[config.mk]
export PLATFORM = sky130hd
export DESIGN_NAME = evt_irq_status
export DESIGN_NICKNAME = d
export VERILOG_FILES = /design/src/rtl/irq_stat_pkg.sv /design/src/rtl/irq_edge_detect.sv /design/src/rtl/irq_sticky_bank.sv /design/src/rtl/irq_out_fsm.sv /design/src/rtl/evt_irq_status.sv
export SDC_FILE = /design/constraint.sdc
export NUM_CORES = 1
export LEC_CHECK = 0
export BUFFER_PORTS_ARGS = -buffer_cell sky130_fd_sc_hd__buf_2
export CORE_ASPECT_RATIO = 1.25
export CORE_MARGIN = 4
export CORE_UTILIZATION = 49
export DETAILED_ROUTE_END_ITERATION = 16
export GPL_ROUTABILITY_DRIVEN = 0
export PLACE_DENSITY = 0.8
export SLEW_MARGIN = 15
export SYNTH_ARGS = -nofsm -noshare
export SYNTH_HDL_FRONTEND = slang
export SYNTH_SLANG_ARGS = --single-unit
[constraint.sdc]
create_clock -name clk -period 3.7 [get_ports clk]
set_clock_uncertainty 0.05 [all_clocks]
set_input_delay 0.925 -clock clk [delete_from_list [all_inputs] [get_ports clk]]
set_output_delay 0.925 -clock clk [all_outputs]
set_load 0.02 [all_outputs]
[src/rtl/irq_stat_pkg.sv]
package irq_stat_pkg;

    localparam int unsigned REG_W   = 16;
    localparam int unsigned NUM_SRC = 7;

    // Source index -> status bit position (index 0 lowest position)
    localparam int unsigned SRC_POS [NUM_SRC] = '{7, 8, 9, 11, 13, 14, 15};

    // Sources that count both edges (only link status)
    localparam logic [NUM_SRC-1:0] SRC_BOTH_EDGES = 7'b100_0000;
    // Sources whose status bit comes out of reset set (both process-stopped)
    localparam logic [NUM_SRC-1:0] SRC_RESET_ONE  = 7'b000_0110;

    typedef enum logic {EDGE_PRIME, EDGE_RUN}  edge_state_e;
    typedef enum logic {IRQ_IDLE,  IRQ_ACTIVE} irq_state_e;

    function automatic logic [REG_W-1:0] scatter(input logic [NUM_SRC-1:0] v);
        logic [REG_W-1:0] r;
        r = '0;
        for (int i = 0; i < NUM_SRC; i++) begin
            r[SRC_POS[i]] = v[i];
        end
        return r;
    endfunction

    localparam logic [REG_W-1:0] VALID_MASK = scatter({NUM_SRC{1'b1}});
    localparam logic [REG_W-1:0] RESET_VAL  = scatter(SRC_RESET_ONE);

endpackage

[src/rtl/irq_edge_detect.sv]
module irq_edge_detect
    import irq_stat_pkg::*;
#(
    parameter int unsigned    N    = NUM_SRC,
    parameter logic [N-1:0]   BOTH = SRC_BOTH_EDGES
) (
    input  logic         clk,
    input  logic         rst_n,
    input  logic [N-1:0] level_i,
    output logic [N-1:0] pulse_o
);

    edge_state_e  state_q, state_d;
    logic [N-1:0] prev_q;
    logic [N-1:0] edge_w;

    // State register
    always_ff @(posedge clk) begin
        if (!rst_n) state_q <= EDGE_PRIME;
        else        state_q <= state_d;
    end

    always_comb begin
        state_d = state_q;
        unique case (state_q)
            EDGE_PRIME: state_d = EDGE_RUN;
            EDGE_RUN:   state_d = EDGE_RUN;
        endcase
    end

    always_ff @(posedge clk) begin
        if (!rst_n) prev_q <= '0;
        else        prev_q <= level_i;
    end

    for (genvar g = 0; g < N; g++) begin : g_edge
        if (BOTH[g]) begin : g_any
            assign edge_w[g] = level_i[g] ^ prev_q[g];
        end else begin : g_rise
            assign edge_w[g] = level_i[g] & ~prev_q[g];
        end
    end

    // Outputs
    always_comb begin
        unique case (state_q)
            EDGE_PRIME: pulse_o = '0;
            EDGE_RUN:   pulse_o = edge_w;
        endcase
    end

endmodule

[src/rtl/irq_sticky_bank.sv]
module irq_sticky_bank
    import irq_stat_pkg::*;
#(
    parameter int unsigned    W    = REG_W,
    parameter logic [W-1:0]   KEEP = VALID_MASK,
    parameter logic [W-1:0]   INIT = RESET_VAL
) (
    input  logic         clk,
    input  logic         rst_n,
    input  logic [W-1:0] set_i,
    input  logic [W-1:0] clr_i,
    output logic [W-1:0] q_o
);

    for (genvar g = 0; g < W; g++) begin : g_bit
        logic bit_q;
        always_ff @(posedge clk) begin
            if (!rst_n)
                bit_q <= INIT[g] & KEEP[g];
            else
                bit_q <= KEEP[g] & (set_i[g] | (bit_q & ~clr_i[g]));
        end
        assign q_o[g] = bit_q;
    end

endmodule

[src/rtl/irq_out_fsm.sv]
module irq_out_fsm
    import irq_stat_pkg::*;
(
    input  logic clk,
    input  logic rst_n,
    input  logic pending_i,
    output logic irq_o
);

    irq_state_e state_q, state_d;

    always_ff @(posedge clk) begin
        if (!rst_n) state_q <= IRQ_IDLE;
        else        state_q <= state_d;
    end

    always_comb begin
        state_d = state_q;
        unique case (state_q)
            IRQ_IDLE:   if (pending_i)  state_d = IRQ_ACTIVE;
            IRQ_ACTIVE: if (!pending_i) state_d = IRQ_IDLE;
        endcase
    end

    always_comb begin
        unique case (state_q)
            IRQ_IDLE:   irq_o = 1'b0;
            IRQ_ACTIVE: irq_o = 1'b1;
        endcase
    end

endmodule

[src/rtl/evt_irq_status.sv]
module evt_irq_status
    import irq_stat_pkg::*;
#(
    parameter int unsigned        ADDR_W    = 4,
    parameter logic [ADDR_W-1:0]  STAT_ADDR = 'd0,
    parameter logic [ADDR_W-1:0]  MASK_ADDR = 'd2
) (
    input  logic              clk,
    input  logic              rst_n,
    input  logic [ADDR_W-1:0] addr_i,
    input  logic              wr_en_i,
    input  logic [REG_W-1:0]  wr_data_i,
    output logic [REG_W-1:0]  rd_data_o,
    input  logic              link_up_i,
    input  logic              tx_done_i,
    input  logic              rx_frame_i,
    input  logic              rx_ovr_i,
    input  logic              tx_stop_i,
    input  logic              rx_stop_i,
    input  logic              rx_err_i,
    output logic              irq_o
);

    logic [NUM_SRC-1:0] src_lvl;
    logic [NUM_SRC-1:0] src_pulse;
    logic [REG_W-1:0]   set_vec;
    logic [REG_W-1:0]   clr_vec;
    logic [REG_W-1:0]   stat_q;
    logic [REG_W-1:0]   mask_q;
    logic               hit_stat;
    logic               hit_mask;
    logic               pending;

    // Source order follows ascending status bit position
    assign src_lvl = {link_up_i, tx_done_i, rx_frame_i, rx_ovr_i,
                      tx_stop_i, rx_stop_i, rx_err_i};

    irq_edge_detect #(
        .N    (NUM_SRC),
        .BOTH (SRC_BOTH_EDGES)
    ) u_edge (
        .clk     (clk),
        .rst_n   (rst_n),
        .level_i (src_lvl),
        .pulse_o (src_pulse)
    );

    assign set_vec  = scatter(src_pulse);
    assign hit_stat = (addr_i == STAT_ADDR);
    assign hit_mask = (addr_i == MASK_ADDR);
    assign clr_vec  = (wr_en_i && hit_stat) ? (wr_data_i & VALID_MASK) : '0;

    irq_sticky_bank #(
        .W    (REG_W),
        .KEEP (VALID_MASK),
        .INIT (RESET_VAL)
    ) u_stat (
        .clk   (clk),
        .rst_n (rst_n),
        .set_i (set_vec),
        .clr_i (clr_vec),
        .q_o   (stat_q)
    );

    always_ff @(posedge clk) begin
        if (!rst_n)                  mask_q <= '0;
        else if (wr_en_i && hit_mask) mask_q <= wr_data_i & VALID_MASK;
    end

    assign pending = |(stat_q & mask_q);

    irq_out_fsm u_irq (
        .clk       (clk),
        .rst_n     (rst_n),
        .pending_i (pending),
        .irq_o     (irq_o)
    );

    always_comb begin
        if (hit_stat)      rd_data_o = stat_q;
        else if (hit_mask) rd_data_o = mask_q;
        else               rd_data_o = '0;
    end

endmodule

---- Word level (Yosys, flattened, before mapping) ----
Cells that the tools add are included.
operators by class
  reductions and logical operators ........ 4
  equality and inequality tests ........... 1
  bitwise gates (word level) .............. 37
  multiplexer cells ....................... 7
operators by type and width
  kind                                           number
  2-to-1 mux 16 bit                              3
  AND 16 bit                                     1
  OR reduction 16 bit                            1
  inverter 1 bit                                 15
  one-hot mux 7 bit (2 select lines)             1
  AND 1 bit                                      13
  bitwise OR 1 bit                               7
  == test 4 x 2 -> 1 bit, second input constant  1
  zero test 4 bit                                1
  logical AND 1 bit                              2
  2-to-1 mux 1 bit                               2
  one-hot mux 1 bit (2 select lines)             1
  bitwise XOR 1 bit                              1
storage, ports and cells
  output and inout bits ................... 17
  register bits after elaboration ......... 23
  logic and storage cells ................. 60

---- Logic depth before layout (Yosys ltp) ----
Gate-level depths: netlist of run 1.
  depth in word-level cells ............... 6
  mapped depth ............................ 5

---- Modules after synthesis ----
Synthesis of run 1 repeated with hierarchy kept, for this count alone.
second synthesis, totals
  cells, all modules ...................... 130
  area total of the unflattened synthesis .. 1221.2 um^2
by module, submodules not included
  module           times used  cells each  area each (um^2)
  evt_irq_status   1           65          564.3
  irq_sticky_bank  1           38          360.3
  irq_edge_detect  1           25          270.3
  irq_out_fsm      1           2           26.3

---- Least setup slack after synthesis of run 1 ----
No wires, ideal clock.
  kind .................................... input port to output port
  start ................................... in addr_i[0]
  end ..................................... out rd_data_o[11]
  arrival ................................. 1.871 ns
  path slack .............................. 0.854 ns
  stages .................................. 4
  path through ............................ or3_1 buf_6 buf_8 nor2_1
on the way
  word-level cells in the longest chain between the ends .. 3
RTL lines
  item                    line                  text
  start, declared         evt_irq_status.sv:10  input logic [ADDR_W-1:0] addr_i,
  == test 4 x 2 -> 1 bit  evt_irq_status.sv:50  assign hit_mask = (addr_i == MASK_ADDR);
  2-to-1 mux 16 bit       evt_irq_status.sv:81  else if (hit_mask) rd_data_o = mask_q;
  2-to-1 mux 16 bit *     evt_irq_status.sv:80  if (hit_stat) rd_data_o = stat_q;
  end, declared           evt_irq_status.sv:13  output logic [REG_W-1:0] rd_data_o,
Every way passes the cells marked *; elsewhere a longest branch is shown, timed or not.

---- Final worst setup path of run 1 ----
  start ................................... in addr_i[0]
  end ..................................... out rd_data_o[14]
The elaborated chain is that of the path after synthesis.

==> results of run 1 <==
==> stage by stage <==
stage,hold WS (ns),power (mW)
2_1_floorplan,0.397,0.316
3_5_place_dp,0.422,0.326
4_1_cts,0.439,0.437
6_report,0.433,0.431
3_3_place_gp,0.407,0.324
5_1_grt,0.465,0.455
==> metal layers <==
layer / GRT usage (%) / vias up / wire [um] / share of wire, %
li1: - / 431 / - / -
met1: 18.0 / 383 / 888 / 42
met2: 26.5 / 35 / 1030 / 49
met3: 2.46 / 4 / 158 / 7.6
met4: 7.11 / 0 / 17 / 0.81
met5: 0 / - / 0 / 0
==> worst max-delay path by stage <==
stage | to | startpoint
floorplan | rd_data_o[11] | addr_i[0]
global placement | rd_data_o[8] | addr_i[0]
detailed placement | rd_data_o[15] | addr_i[0]
CTS | rd_data_o[15] | addr_i[0]
global route | rd_data_o[15] | addr_i[0]
finish | rd_data_o[14] | addr_i[0]
==> placed cells by master (no fill, tap or decap) <==
master	instances
a222oi_1	1
a31oi_1	1
nand3b_1	13
clkbuf_1	1
clkbuf_4	3
dfxtp_1	23
nand2_1	16
nand3_1	2
o21ai_1	1
nor2_1	7
mux2i_1	14
o21ai_0	4
inv_1	1
nor2_8	1
and2_1	7
a21oi_1	5
o21ai_2	2
a22oi_1	2
or3_1	1
xor2_1	1
conb_1	9
buf_2	28
==> power by group through the flow <==
stage	combinational [mW]	clock, mW	sequential [mW]
CTS	0.0581	0.116	0.263
finish	0.0580	0.110	0.263
global route	0.0647	0.127	0.264
detailed placement	0.0578	0	0.269
global placement	0.0562	0	0.268
floorplan	0.0483	0	0.267
==> cell type report <==
class / count / area, sq um / area share [%]
sequential: 23 / 460 / 37.9
inverter: 1 / 3.75 / 0.309
multi-input combinational: 87 / 546 / 44.9
timing repair buffer: 28 / 140 / 11.5
tap: 30 / 37.5 / 3.09
clock buffer: 4 / 26.3 / 2.16
==> kinds of logic (layout without fill, tap and decap cells) <==
kind of cell              count (synthesis)  in the layout  share of synthesized area (%)
xor gates and xnor gates                  1              1                          0.804
buffers and inverters                    16             33                           10.4
other                                     1              9                          0.344
and+or+nand+nor                          47             47                           24.2
muxes                                    14             14                           12.9
AOI/OAI and AO/OA                        16             16                           9.07
DFF                                      23             23                           42.3
==> sequential cells by signal (all words and copies together) (netlist names) <==
| register | cells |
|---|---|
| mask_q | 7 |
| u_edge.prev_q | 7 |
| u_stat.g_bit.bit_q | 7 |
| u_edge.state_q | 1 |
| u_irq.state_q | 1 |
==> worst reg2reg max path: cells and delay by family (launching register included) <==
family	cells	cell delay (ns)
AOI/OAI and AO/OA	2	0.52
DFF	1	0.34
==> metrics.md, run 1 <==
| Metric | Value |
|---|---|
| Cells after synthesis | `118` |
| Fin worst setup slack | `0.686 ns` |
| Synth warnings | `0` |
| Switching power | `about 0.11 mW` |
| Int Power | `0.322 mW` |
| Filler cells | `between 200 and 250` |
| Critical Path AT | `2.04 ns` |
| Synth Flop Type | `dfxtp_1` |
| Total GRT Usage | `approximately 15%` |
| Largest net degree at the start of global routing | `26` |
| Final Slew Violations | `0` |
| Area delta synth->final | `11.4%` |
| Comb power frac | `13.4%` |
| Final wirelength | `2090 um` |
| Critical setup path kind | `in2out` |
| Stages on worst setup path | `4` |
| Worst slew margin | `55.8%` |
| Dpl cells | `169` |
| Critical path capture point type | `output port` |
| CTS resizes | `0` |
| Core area | `about 2000 sq um` |
| RSZ-0062 raised after global routing | `no` |
| Vias in the first global route | `about 870` |
| Nets | `174` |
| Worst-case clock buffer depth | `2` |
| Die area | `3050 sq um` |
| Synth unique cells | `25` |
| Reg power frac | `61.0%` |
| LEAKAGE | `between 0.5 and 0.6 nW` |
| Fin cells | `173` |
| CP startpoint kind | `input port` |
| Largest area contributor in the netlist | `dfxtp_1` |
| Cell Rows | `18` |
| Clock network fraction of total power | `25.6%` |
| CP top delay family | `simple AND/OR/NAND/NOR gates` |
| Dpl ws | `around 0.68 ns` |
| Slowest-stage cell, CP | `or3_1` |
| Critical path required time | `2.72 ns` |
| Die Wd | `50.2 um` |
| DRT iter0 DRCs | `32` |
| Gr ovfl total | `0` |
| IO Port Bufs | `28` |
| Tightest Hold Check Type | `reg2reg` |
| Post-CTS setup buffers | `0` |
| Via count | `~850` |
| Count leader, synth | `dfxtp_1` |
| CTS tree | `yes` |
| Starting Density | `53.2%` |
| Worst vdd ir | `0.343 mV` |
| Synthesized area | `1090 sq um` |
| Seq/Total Area, Yosys | `42.3%` |
| First-pass GRT wire length | `3590 um` |
| Wire per inst | `12.1 um` |
| Critical R2R Launch | `u_stat.g_bit[14].bit_q` |
| Synth top area share | `42.3%` |
| Antenna violations before repair | `0` |
| Top cells by count, synth | `dfxtp_1, nand2_1, mux2i_1` |
| Worst-path fanout max | `15` |
| Die Height | `slightly above 60 um` |
| H-tree depth | `1` |
| R2R depth | `2` |
| Status | `finished clean` |
| Largest stage delay, worst path | `0.66 ns` |
| Reg2reg setup slack | `2.68 ns` |
| Synth top area cells | `dfxtp_1, mux2i_1, nand3b_1` |
| Worst Hold Launch | `mask_q[13]` |
| Drt first pass iters | `4` |
| Mean Syn Cell Area | `9.24 sq um` |
| CTS Hold Bufs | `0` |
| Final Cell Area | `1210 sq um` |
| # IOs | `47` |
| CTS Buf Count | `3` |
| Share of cells above drive strength 1 | `between 20% and 30%` |
| Buf/Inv on CP | `2` |
| Cell count of the worst hold path | `2` |
| Flops & latches, synth | `23` |
| Period minus WS final | `3.01 ns` |
| ANT cells | `0` |
| Vias per inst | `4.93` |
| R2R Path End | `u_irq.state_q` |
| Switch share | `25.3%` |
| Final ANT Viol Nets | `0` |
| Post-layout util | `59.2%` |
| CP dominant cell by count | `buf_2` |
| Endpoints failing hold | `0` |
| Clk root buf | `clkbuf_4` |
| Setup TNS | `0 ns` |
| Clk_lat worst skew | `0.30 ns` |
| Max_cap viols | `0` |
| PD cells | `approximately 360 nW/um^2` |
| Cell area after placement | `1190 sq um` |
| Post-DP HPWL | `between 1500 and 2000 um` |
| Clk slew on worst S/H paths | `0.11 ns` |
| Fmax | `0.332 GHz` |
| Final Cycle Share | `81.5%` |
| Number of enable flip-flop cells after synthesis | `0` |
| Ys async rst share | `0%` |
| Clk sink count | `23` |
| Hold path endpoint | `mask_q[13]` |
| Worst path cell trace | `buf_2 > or3_1 > nor2_1 > buf_2` |
| Worst-Margin Slew | `0.663 ns` |
| Number of remaining DRC errors | `0` |
| Setup violations, final | `0` |
Note: power is estimated with default switching activity, not from simulation.
==> run 2: changes to the inputs <==
Settings changed: CORE_UTILIZATION 49 to 46, PLACE_DENSITY 0.8 to 0.76.
Clock period 3.7 ns to 2.95 ns, I/O delays scaled along.
==> run 2 against run 1 <==
First-iteration DRC count is 38% lower. Register-to-register slack worse by 0.78 ns. Sequential power is 25% higher. Global-route usage is 1.4 points lower. Critical endpoint is now rd_data_o[8].
==> metrics.md, run 2 (synthesized netlist as in run 1, its figures left out) <==
| Metric | Value |
|---|---|
| Status | `finished clean` |
| CTS Buf Count | `3 (unchanged)` |
| IO Port Bufs | `28 (unchanged)` |
| Clk_lat worst skew | `0.31 ns (about the same)` |
| Critical R2R Launch | `u_stat.g_bit[14].bit_q` |
| Most common cell after layout, fill and taps aside | `buf_2` |
| PD cells | `447 nW/um^2 (+26%)` |
| Setup violations, final | `0 (unchanged)` |
| Period minus WS final | `about 2.5 ns` |
| Wire per inst | `11.7 um (-3.1%)` |
| LEAKAGE | `0.539 nW (+0.81%)` |
| Gr ovfl total | `0 (unchanged)` |
| Worst-path fanout max | `10 (-5)` |
| Final wirelength | `2050 um (-2.0%)` |
| Worst-case clock buffer depth | `2 (unchanged)` |
| Nets | `175 (+0.57%)` |
| Die area | `3220 sq um (+5.6%)` |
| Final Slew Violations | `0 (unchanged)` |
| Critical path capture point type | `output port` |
| Setup TNS | `0 ns (unchanged)` |
| Area delta synth->final | `12.2%` |
| # IOs | `47 (unchanged)` |
| Antenna violations before repair | `0 (unchanged)` |
| Largest net degree at the start of global routing | `26 (unchanged)` |
| H-tree depth | `1 (unchanged)` |
| Crit path launch | `addr_i[0]` |
| Max_cap viols | `0 (unchanged)` |
| ANT cells | `0 (unchanged)` |
| Endpoints failing hold | `0 (unchanged)` |
| Cell Rows | `19 (+1)` |
| Die Wd | `51.5 um (+2.7%)` |
| Number of remaining DRC errors | `0 (unchanged)` |
| Tightest Hold Check Type | `reg2reg` |
| Vias per inst | `4.83 (-2.0%)` |
| CP startpoint kind | `input port` |
| Starting Density | `48.8% (-4.4 points)` |
| DRT iter0 DRCs | `20 (-38%)` |
| Critical path required time | `2.16 ns (-0.56 ns)` |
| Post-CTS setup buffers | `0 (unchanged)` |
| Total GRT Usage | `13.7% (-1.4 points)` |
| Clk root buf | `clkbuf_4` |
| Via count | `846 (-0.82%)` |
| Hold_ws | `0.439 ns (+0.00637 ns)` |
| RSZ-0062 raised after global routing | `no` |
| Fmax | `approximately 0.40 GHz` |
| CTS resizes | `0 (unchanged)` |
| Clk sink count | `23 (unchanged)` |
| Biggest registers after layout | `mask_q: 7 flops, u_edge.prev_q: 7 flops, u_stat.g_bit.bit_q: 7 flops` |
| CTS tree | `yes` |
| First-pass GRT wire length | `3510 um (-2.3%)` |
| Commonest cells after routing, fill and taps aside | `buf_2, dfxtp_1, nand2_1, mux2i_1, nand3b_1` |
| Drt first pass iters | `6 (+2)` |
| Post-DP HPWL | `1580 um (+1.8%)` |
| Final ANT Viol Nets | `0 (unchanged)` |
| Share of cells above drive strength 1 | `24.3% (+0.53 points)` |
| Critical Path AT | `1.72 ns (-0.32 ns)` |
| Core area | `2230 sq um (+9.0%)` |
| Final Cycle Share | `85.1%` |
| CTS Hold Bufs | `0 (unchanged)` |
| Worst Hold Launch | `mask_q[14]` |
| Die Height | `62.4 um (+2.8%)` |
| Clk slew on worst S/H paths | `0.12 ns (about the same)` |
| Vias in the first global route | `867 (+0.12%)` |
| Worst vdd ir | `0.366 mV (+6.6%)` |
| Critical setup path kind | `in2out` |
[run 2: layer usage]
layer / vias to the layer above / part of all wire (%) / global-route usage [%]
li1: 432 / - / -
met1: 393 / 42 / 15.2
met2: 19 / 53 / 25.3
met3: 2 / 4.7 / 1.91
met4: 0 / 0.49 / 4.92
met5: - / 0 / 0
[run 2: worst paths after layout]
check / end / slack, ns / cells past startpoint
setup / recovery: rd_data_o[8] / 0.44 / 4
hold / removal: mask_q[14] / 0.44 / 2
setup reg to reg: u_irq.state_q / 1.90 / 2
hold reg to reg: mask_q[14] / 0.44 / 2
[run 2: worst max-delay path, cell delays in order]
cell    delay [ns]
buf_2         0.09
or3_1         0.55
nor2_1        0.17
buf_2         0.17
[run 2: report_power, final]
part	internal (mW)	switching, mW
sequential	0.323	0.00684
clock	0.0528	0.0916
combinational	0.0292	0.0435
[run 2: metrics by stage]
step,cell area (sq um),instances,power [mW],worst slack [ns],util (%)
6_report,1220,175,0.547,0.439,54.7
5_1_grt,1220,175,0.571,0.351,54.7
4_1_cts,1220,175,0.552,0.437,54.7
3_5_place_dp,1200,171,0.409,0.439,53.5
3_3_place_gp,1200,171,0.407,0.460,53.5
2_1_floorplan,1120,126,0.396,0.479,-
[run 2: layout make-up]
| class | instances | area [sq um] |
|---|---|---|
| Multi-Input combinational cell | 87 | 546 |
| Tap cell | 31 | 38.8 |
| Fill cell | 230 | 1010 |
| Inverter | 1 | 3.75 |
| Sequential cell | 23 | 460 |
| Timing Repair Buffer | 29 | 148 |
| Clock buffer | 4 | 26.3 |
